### src/rtl/dmr_pipe_pkg.sv
package dmr_pipe_pkg;
  localparam int DW          = 8;
  localparam int STAGES      = 3;
  localparam int STUCK_LIMIT = 16;

  localparam logic [DW-1:0] KEY_A = 8'h5A;
  localparam logic [DW-1:0] KEY_B = 8'h3C;
  localparam logic [DW-1:0] KEY_C = 8'hA5;
endpackage

### src/rtl/dsp_rst_sync.sv
module dsp_rst_sync (
  input  logic clk,
  input  logic rst_n_i,
  output logic rst_n_o
);
  logic [1:0] sync_q;

  always_ff @(posedge clk or negedge rst_n_i) begin
    if (!rst_n_i) sync_q <= 2'b00;
    else          sync_q <= {sync_q[0], 1'b1};
  end

  assign rst_n_o = sync_q[1];
endmodule

### src/rtl/dsp_stage_copy.sv
module dsp_stage_copy
  import dmr_pipe_pkg::*;
#(
  parameter int STAGE_IDX = 0
) (
  input  logic [DW-1:0] x,
  output logic [DW-1:0] y
);
  generate
    if (STAGE_IDX == 0) begin : g_rot_xor
      assign y = {x[DW-2:0], x[DW-1]} ^ KEY_A;
    end else if (STAGE_IDX == 1) begin : g_add
      assign y = x + KEY_B;
    end else begin : g_rot3_xor
      assign y = {x[DW-4:0], x[DW-1:DW-3]} ^ KEY_C;
    end
  endgenerate
endmodule

### src/rtl/dsp_dup_stage.sv
module dsp_dup_stage
  import dmr_pipe_pkg::*;
#(
  parameter int STAGE_IDX = 0
) (
  input  logic [DW-1:0] d,
  input  logic          vld,
  input  logic [DW-1:0] inj,
  output logic [DW-1:0] y,
  output logic          mismatch
);
  logic [DW-1:0] y_a;
  logic [DW-1:0] y_b_raw;
  logic [DW-1:0] y_b;

  dsp_stage_copy #(.STAGE_IDX(STAGE_IDX)) u_copy_a (.x(d), .y(y_a));
  dsp_stage_copy #(.STAGE_IDX(STAGE_IDX)) u_copy_b (.x(d), .y(y_b_raw));

  assign y_b      = y_b_raw ^ inj;
  assign y        = y_a;
  assign mismatch = vld & (y_a != y_b);
endmodule

### src/rtl/dsp_persist_mon.sv
module dsp_persist_mon #(
  parameter int LIMIT = 16
) (
  input  logic clk,
  input  logic rst_n,
  input  logic mis,
  output logic stuck
);
  localparam int CW = $clog2(LIMIT + 1);

  logic [CW-1:0] run_q, run_n;
  logic          stuck_q, stuck_n;
  logic          at_limit;

  assign at_limit = (run_q == CW'(LIMIT));

  always_comb begin
    run_n   = run_q;
    stuck_n = stuck_q;
    if (mis) begin
      if (!at_limit) run_n = run_q + 1'b1;
      if (at_limit)  stuck_n = 1'b1;
    end else begin
      run_n = '0;
    end
  end

  always_ff @(posedge clk or negedge rst_n) begin
    if (!rst_n) begin
      run_q   <= '0;
      stuck_q <= 1'b0;
    end else begin
      run_q   <= run_n;
      stuck_q <= stuck_n;
    end
  end

  assign stuck = stuck_q;
endmodule

### src/rtl/freeze_dup_pipe.sv
module freeze_dup_pipe
  import dmr_pipe_pkg::*;
#(
  parameter int NS         = STAGES,
  parameter int PERM_LIMIT = STUCK_LIMIT
) (
  input  logic             clk,
  input  logic             rst_n,
  input  logic             in_valid,
  output logic             in_ready,
  input  logic [DW-1:0]    in_data,
  input  logic [NS*DW-1:0] inj_mask,
  output logic             out_valid,
  output logic [DW-1:0]    out_data,
  output logic             fault,
  output logic             perm_fault
);
  logic          rst_ok_n;
  logic [DW-1:0] stg_d_q [NS];
  logic [DW-1:0] stg_d_n [NS];
  logic [NS-1:0] stg_v_q, stg_v_n, stg_d_en;
  logic [DW-1:0] stg_y   [NS];
  logic [NS-1:0] stg_mis;
  logic          any_mis, advance;
  logic          out_v_q, out_v_n, out_d_en;
  logic [DW-1:0] out_d_q, out_d_n;

  dsp_rst_sync u_rst_sync (.clk(clk), .rst_n_i(rst_n), .rst_n_o(rst_ok_n));

  generate
    for (genvar s = 0; s < NS; s++) begin : g_stage
      dsp_dup_stage #(.STAGE_IDX(s)) u_stage (
        .d        (stg_d_q[s]),
        .vld      (stg_v_q[s]),
        .inj      (inj_mask[s*DW +: DW]),
        .y        (stg_y[s]),
        .mismatch (stg_mis[s])
      );
    end
  endgenerate

  always_comb begin
    any_mis = |stg_mis;
    advance = rst_ok_n & ~any_mis;
    for (int s = 0; s < NS; s++) begin
      if (s == 0) begin
        stg_d_n[s] = in_data;
        stg_v_n[s] = in_valid;
      end else begin
        stg_d_n[s] = stg_y[s-1];
        stg_v_n[s] = stg_v_q[s-1];
      end
      stg_d_en[s] = advance & stg_v_n[s];
    end
    out_d_n  = stg_y[NS-1];
    out_v_n  = advance & stg_v_q[NS-1];
    out_d_en = out_v_n;
  end

  always_ff @(posedge clk or negedge rst_ok_n) begin
    if (!rst_ok_n) begin
      for (int s = 0; s < NS; s++) stg_d_q[s] <= '0;
      stg_v_q <= '0;
      out_v_q <= 1'b0;
      out_d_q <= '0;
    end else begin
      for (int s = 0; s < NS; s++) begin
        if (stg_d_en[s]) stg_d_q[s] <= stg_d_n[s];
      end
      if (advance)  stg_v_q <= stg_v_n;
      out_v_q <= out_v_n;
      if (out_d_en) out_d_q <= out_d_n;
    end
  end

  dsp_persist_mon #(.LIMIT(PERM_LIMIT)) u_persist (
    .clk   (clk),
    .rst_n (rst_ok_n),
    .mis   (any_mis),
    .stuck (perm_fault)
  );

  assign in_ready  = advance;
  assign fault     = any_mis;
  assign out_valid = out_v_q;
  assign out_data  = out_d_q;
endmodule

### config.mk
export PLATFORM = sky130hd
export DESIGN_NAME = freeze_dup_pipe
export DESIGN_NICKNAME = d
export VERILOG_FILES = /design/src/rtl/dmr_pipe_pkg.sv /design/src/rtl/dsp_rst_sync.sv /design/src/rtl/dsp_stage_copy.sv /design/src/rtl/dsp_dup_stage.sv /design/src/rtl/dsp_persist_mon.sv /design/src/rtl/freeze_dup_pipe.sv
export SDC_FILE = /design/constraint.sdc
export NUM_CORES = 1
export LEC_CHECK = 0
export BUFFER_PORTS_ARGS = -buffer_cell sky130_fd_sc_hd__buf_2
export CORE_UTILIZATION = 47
export DETAILED_ROUTE_END_ITERATION = 16
export PLACE_DENSITY = 0.74
export SLEW_MARGIN = 30
export SYNTH_ARGS = -nofsm -noshare
export SYNTH_HDL_FRONTEND = slang
export SYNTH_SLANG_ARGS = --single-unit
### constraint.sdc
create_clock -name clk -period 1.86 [get_ports clk]
set_input_delay 0.279 -clock clk [delete_from_list [all_inputs] [get_ports clk]]
set_output_delay 0.279 -clock clk [all_outputs]
set_load 0.005 [all_outputs]
# After elaboration in Yosys (flattened, before gate mapping)
# Index checks and enable logic that the tools add are counted.
# Widths: inputs -> output; s select.
classes:
  n_addsub: 2
  n_mul: 0
  div_mod_pow: 0
  magnitude_cmp: 0
  eq_ne: 5
  shift: 0
  n_mux: 2
  bitwise_logic: 14
  reduce_logical: 2
ops:
  columns: ["operator", "n"]
  rows:
  - ["$ne 8x8->1", 3]
  - ["$xor 8x8->8", 3]
  - ["$mux 5", 2]
  - ["$add 8x6->8 const B", 1]
  - ["$and 1x1->1", 8]
  - ["$not 4->4", 2]
  - ["$add 5x1->5 const B", 1]
  - ["$eq 5x5->1 const B", 1]
  - ["$reduce_or 3->1", 1]
  - ["$ne 2x2->1 const B", 1]
  - ["$reduce_and 2->1", 1]
  - ["$not 1->1", 1]
word_totals:
  reg_bits: 44
  latchBits: 0
  ram_bits: 0
  romBits: 0
  inputBits: 35
  memories: 0

# Depth between registers and ports, before layout
depth:
  depth_word: 8
  depth_mapped: 6
  mapped_depth_nobuf: 6

# Cells and area by module
# Synthesis repeated with hierarchy kept, for this count alone.
unflattened:
  cells_unflattened: 210
  area_unflattened_um2: 2682.6
by_module_without_submodules:
  columns: ["mod", "instances", "cells_each", "area_each_um2", "seq_area_each_um2"]
  rows:
  - ["freeze_dup_pipe", 1, 81, 1347.5, 900.9]
  - ["dsp_dup_stage", 3, 13, 191.4, 0.0]
  - ["dsp_persist_mon", 1, 29, 321.6, 150.1]
  - ["dsp_stage_copy at g_stage[1].u_stage.u_copy_a ...", 2, 13, 102.6, 0.0]
  - ["dsp_stage_copy at g_stage[0].u_stage.u_copy_a ...", 4, 8, 45.0, 0.0]
  - ["dsp_rst_sync", 1, 3, 53.8, 50.0]

# Worst setup path before layout
# OpenSTA, ideal clock, no wires.
synth_path:
  path_kind: "flip-flop to flip-flop"
  startpoint: "register u_rst_sync.sync_q[1]"
  endpoint: "register stg_d_q[10] (netlist bit)"
  setup_ps: 125
  arrival_time_ps: 2095
  setup_slack_ps: -361
  stages_incl_launch_ff: 5
  period_less_slack_ps: 2221
  cell_sequence: "dfrtp_1 nand2_1 and4b_1 buf_6 mux2_4"
synth_via:
  elab_chain_len: 2
synth_rtl:
  columns: ["item", "line", "rtl"]
  rows:
  - ["start, declared", "dsp_rst_sync.sv:6", "logic [1:0] sync_q;"]
  - ["start signal, assigned", "dsp_rst_sync.sv:10", "else sync_q <= {sync_q[0], 1'b1};"]
  - ["$and 1x1->1", "freeze_dup_pipe.sv:44", "advance = rst_ok_n & ~any_mis;"]
  - ["$and 1x1->1", "freeze_dup_pipe.sv:53", "stg_d_en[s] = advance & stg_v_n[s];"]
  - ["end signal, assigned by index", "freeze_dup_pipe.sv:68", "if (stg_d_en[s]) stg_d_q[s] <= stg_d_n[s];"]
  - ["end, declared", "freeze_dup_pipe.sv:19", "logic [DW-1:0] stg_d_q [NS];"]
# No other way between the ends.
# A chain may end at the register's enable or synchronous reset.

# Worst setup path in the final report
layout_path:
  startpoint: "input inj_mask[19]"
  endpoint: "output in_ready"
layout_via:
  elab_chain_len: 6
layout_rtl:
  columns: ["item", "line", "rtl"]
  rows:
  - ["start, declared", "freeze_dup_pipe.sv:12", "input logic [NS*DW-1:0] inj_mask,"]
  - ["$xor 8x8->8", "dsp_dup_stage.sv:19", "assign y_b = y_b_raw ^ inj;"]
  - ["$ne 8x8->1", "dsp_dup_stage.sv:21", "assign mismatch = vld & (y_a != y_b);"]
  - ["$and 1x1->1", "dsp_dup_stage.sv:21", null]
  - ["$reduce_or 3->1", "freeze_dup_pipe.sv:43", "any_mis = |stg_mis;"]
  - ["$not 1->1", "freeze_dup_pipe.sv:44", null]
  - ["$and 1x1->1", "freeze_dup_pipe.sv:44", null]
  - ["end, declared", "freeze_dup_pipe.sv:10", "output logic in_ready,"]
# No other way between the ends.

==> Flow_metrics.wiki <==
{| class="wikitable"
! Metric !! Value
|-
| Register area share after synthesis || 0.555
|-
| Share of the synthesized area in the top cell type || 0.555
|-
| Number of detailed-route iterations in the first pass || 4
|-
| Highest-count cells in the layout ignoring fill and taps || sky130_fd_sc_hd__buf_2, sky130_fd_sc_hd__dfrtp_1, sky130_fd_sc_hd__buf_4
|-
| Data arrival time of the critical path || 1580 ps
|-
| CP Class || input port to output port
|-
| Number of cells on the worst reg-to-reg path || 6
|-
| Placeable core region || 4030 um^2
|-
| Die H || 67.0 um
|-
| Detail-routed net length per standard cell || 13.4 um
|-
| Starting density of the core || 0.493
|-
| Wire length of the first global-routing pass || 5730 um
|-
| Finish-stage setup viols || 0
|-
| Clock tree from TritonCTS || yes
|-
| Peak Freq || 539 MHz
|-
| Number of nets at the end of the flow || 254
|-
| Final WL || 3550 um
|-
| Max Buffers Root-to-Sink || 2
|-
| Master cell of the clock root buffer || sky130_fd_sc_hd__clkbuf_8
|-
| Final worst clock skew || 4.63 ps
|-
| Die outline area || 4490 um^2
|-
| Number of nets with antenna violations after detailed routing || 0
|-
| Count of routing violations after the opening detailed-route iteration || 93
|-
| Maximum number of pins on one net before global-route repair || 34
|-
| Mean area per synthesized cell || 13.9 um^2
|-
| Outcome || finished, final reports clean
|-
| Total count of max-transition violations in the final report || 0
|-
| Initial antenna violation count || 0
|-
| CP most frequent cell || sky130_fd_sc_hd__buf_6
|-
| Maximum vdd ir drop || 374 uV
|-
| Hold Fails Final Rpt || 0
|-
| Cell area after synthesis || 1980 um^2
|-
| Worst setup path start || inj_mask[19]
|-
| Max-Slew Margin vs Limit || 0.626
|-
| Number of warnings reported in the yosys synthesis log || 0
|-
| DIE WIDTH || 67.0 um
|-
| # fillers || 316
|-
| Num CTS Buffers || 5
|-
| Area of the multi-input gates || 815 um^2
|-
| Endpoint of the worst-slack reg-to-reg timing path || u_persist.run_q[1]
|-
| Flip-flop and latch count after synthesis || 44
|-
| Worst Setup Slack, final || 5.55 ps
|-
| Clock sink count || 44
|-
| Fin crit period || 1850 ps
|-
| Row count || 23
|-
| Critical path cell sequence || buf_6 > or4_4 > o21ai_4 > buf_6 > nand4_1 > inv_1 > buf_2
|-
| Cell types with the largest area share after synthesis || sky130_fd_sc_hd__dfrtp_1, sky130_fd_sc_hd__mux2_2, sky130_fd_sc_hd__mux2_4, sky130_fd_sc_hd__mux2i_1, sky130_fd_sc_hd__inv_1
|-
| Area occupied by registers || 1100 um^2
|-
| Transition time at the pin with the least slew margin || 557 ps
|-
| Cell area after placement || 2360 um^2
|-
| Worst Path Required || 1580 ps
|-
| HPWL after DPL || 2620 um
|-
| Number of distinct library cell variants in the gate-level netlist after synthesis || 26
|-
| Maximum level of the CTS H-tree || 2
|-
| Final Power || 1880 uW
|-
| Setup tns final || 0 ps
|-
| Weighted congestion reported at the end of routability-driven placement || 0.753
|-
| Standby leakage power || 0.00144 uW
|-
| Setup crit end kind || output port
|-
| Non-Filler Cell Area, Final || 2550 um^2
|-
| Global-route usage over all layers || 0.179
|-
| Cell with the biggest individual delay on the critical path || sky130_fd_sc_hd__or4_4
|-
| Final core area utilization || 0.633
|-
| Remaining design rule violation count || 0
|-
| Cell count after synthesis || 143
|-
| Clk pin slew, worst setup/hold paths || 70 ps
|-
| Unrepaired setup endpoints after global routing || yes
|-
| Cell family contributing the most delay on the critical path || simple AND/OR/NAND/NOR gates
|-
| Number of global-route vias before repair || 1300
|-
| Later-pin clock latency in the skew report || 290 ps
|-
| Internal reg-to-reg setup slack || 240 ps
|-
| Number of buffer and inverter stages on the critical path || 4
|-
| Largest incremental delay on the critical path || 540 ps
|-
| R2R Path Start || u_persist.run_q[0]
|-
| Boundary pin count || 47
|-
| Largest driver fanout on the critical path || 5
|-
| Drt via density || 4.83
|-
| Cell taking the most area after synthesis || sky130_fd_sc_hd__dfrtp_1
|-
| Worst slack, placed || -116 ps
|-
| Type of the most critical hold path || flip-flop to asynchronous set/reset pin
|-
| Net count after synthesis || 181
|-
| Final clock period utilization by the worst path || 0.997
|-
| Antenna diode instance count || 0
|-
| Overall overflow remaining after global route || 0
|-
| Via count || 1284
|-
| # port buffers || 46
|-
| Max-Cap Viols || 0
|-
| Sort of element at the start of the critical path || input port
|-
| Layout cell share with drive strength beyond 1 || 0.523
|-
| Area growth, synth to finish || 28.4%
|-
| Power density over the cells || 737 nW/um^2
|}
==> per-stage QoR <==
stage          hold WS, ps  cells
2_1_floorplan        -16.6    143
3_3_place_gp          65.1    249
3_5_place_dp          65.9    249
4_1_cts                155    261
5_1_grt                179    266
6_report               147    266
==> cell type report <==
class | count | share of cell area
Sequential cell | 44 | 0.433
Inverter | 15 | 0.0221
Timing Repair Buffer | 69 | 0.171
Multi-Input combinational cell | 81 | 0.320
Tap cell | 50 | 0.0245
Clock buffer | 6 | 0.0285
Clock inverter | 1 | 0.00196
==> kinds of logic (layout without fill, tap and decap cells) <==
kind of cell    Yosys count  in the layout  share of synthesized area
simple gates             28             28                      0.102
fa+ha+maj                 3              3                     0.0189
other cells               1              1                    0.00189
mux                      33             33                      0.198
xor+xnor                  8              8                     0.0353
buf+inv                  18             91                     0.0422
flops                    44             44                      0.555
compound gates            8              8                     0.0467
==> sequential cells by signal (all words and copies together) (netlist names) <==
name / flops
stg_v_q: 3
stg_d_q: 24
u_persist.run_q: 5
out_data: 8
u_persist.stuck: 1
u_rst_sync.sync_q: 2
out_valid: 1
==> layer usage <==
layer	routed length, um	vias to the layer above	GRT usage
li1	-	629	-
met1	1450	624	0.195
met2	1910	22	0.313
met3	103	9	0.0462
met4	87	0	0.0957
met5	0	-	0
==> where the power goes <==
| part | internal [uW] | switching [uW] |
|---|---|---|
| Sequential | 1020 | 62.4 |
| Clock | 255 | 283 |
| Combinational | 127 | 132 |
| Total | 1400 | 477 |
==> cell usage after synthesis <==
| cell | number |
|---|---|
| sky130_fd_sc_hd__dfrtp_1 | 44 |
| sky130_fd_sc_hd__inv_1 | 15 |
| sky130_fd_sc_hd__and3_2 | 1 |
| sky130_fd_sc_hd__nand4b_1 | 1 |
| sky130_fd_sc_hd__buf_2 | 1 |
| sky130_fd_sc_hd__conb_1 | 1 |
| sky130_fd_sc_hd__xor2_1 | 4 |
| sky130_fd_sc_hd__nand3_1 | 2 |
| sky130_fd_sc_hd__nand2_1 | 6 |
| sky130_fd_sc_hd__nand4_1 | 1 |
| sky130_fd_sc_hd__and4b_1 | 1 |
| sky130_fd_sc_hd__or4_1 | 3 |
| sky130_fd_sc_hd__buf_6 | 2 |
| sky130_fd_sc_hd__mux2i_1 | 10 |
| sky130_fd_sc_hd__xnor2_1 | 4 |
| sky130_fd_sc_hd__a21o_1 | 2 |
| sky130_fd_sc_hd__ha_1 | 3 |
| sky130_fd_sc_hd__o21ai_4 | 3 |
| sky130_fd_sc_hd__nand4b_4 | 2 |
| sky130_fd_sc_hd__or4_4 | 3 |
| sky130_fd_sc_hd__o41ai_1 | 1 |
| sky130_fd_sc_hd__mux2_2 | 14 |
| sky130_fd_sc_hd__nor3_1 | 3 |
| sky130_fd_sc_hd__mux2_4 | 9 |
| sky130_fd_sc_hd__nor2_1 | 5 |
| sky130_fd_sc_hd__a21bo_2 | 2 |
==> worst reg2reg max path: cells and delay by family (launching register included) <==
kind                       cells  cell delay [ps]
and+or+nand+nor                3              550
DFF                            1              410
muxes                          1              270
adders and majority gates      1              170
buffers and inverters          1              110
==> worst max path at each step <==
stage / endpoint / slack, ps / cells past startpoint
after floorplan: stg_d_q[10] / -7 / 5
after global placement: stg_d_q[15] / -80 / 6
after detailed placement: stg_d_q[14] / -120 / 7
after CTS: in_ready / 7 / 7
after global routing: in_ready / -70 / 7
final: in_ready / 6 / 7
==> timing repair <==
action | in CTS | in global routing
resized for setup | 3 | 5
pin swaps | 3 | 5
hold endpoints to repair | 2 | 0
hold buffers | 1 | 0
setup endpoints to repair | 2 | 2
buffers inserted | 4 | 5
(Power assumes the default switching activity.)
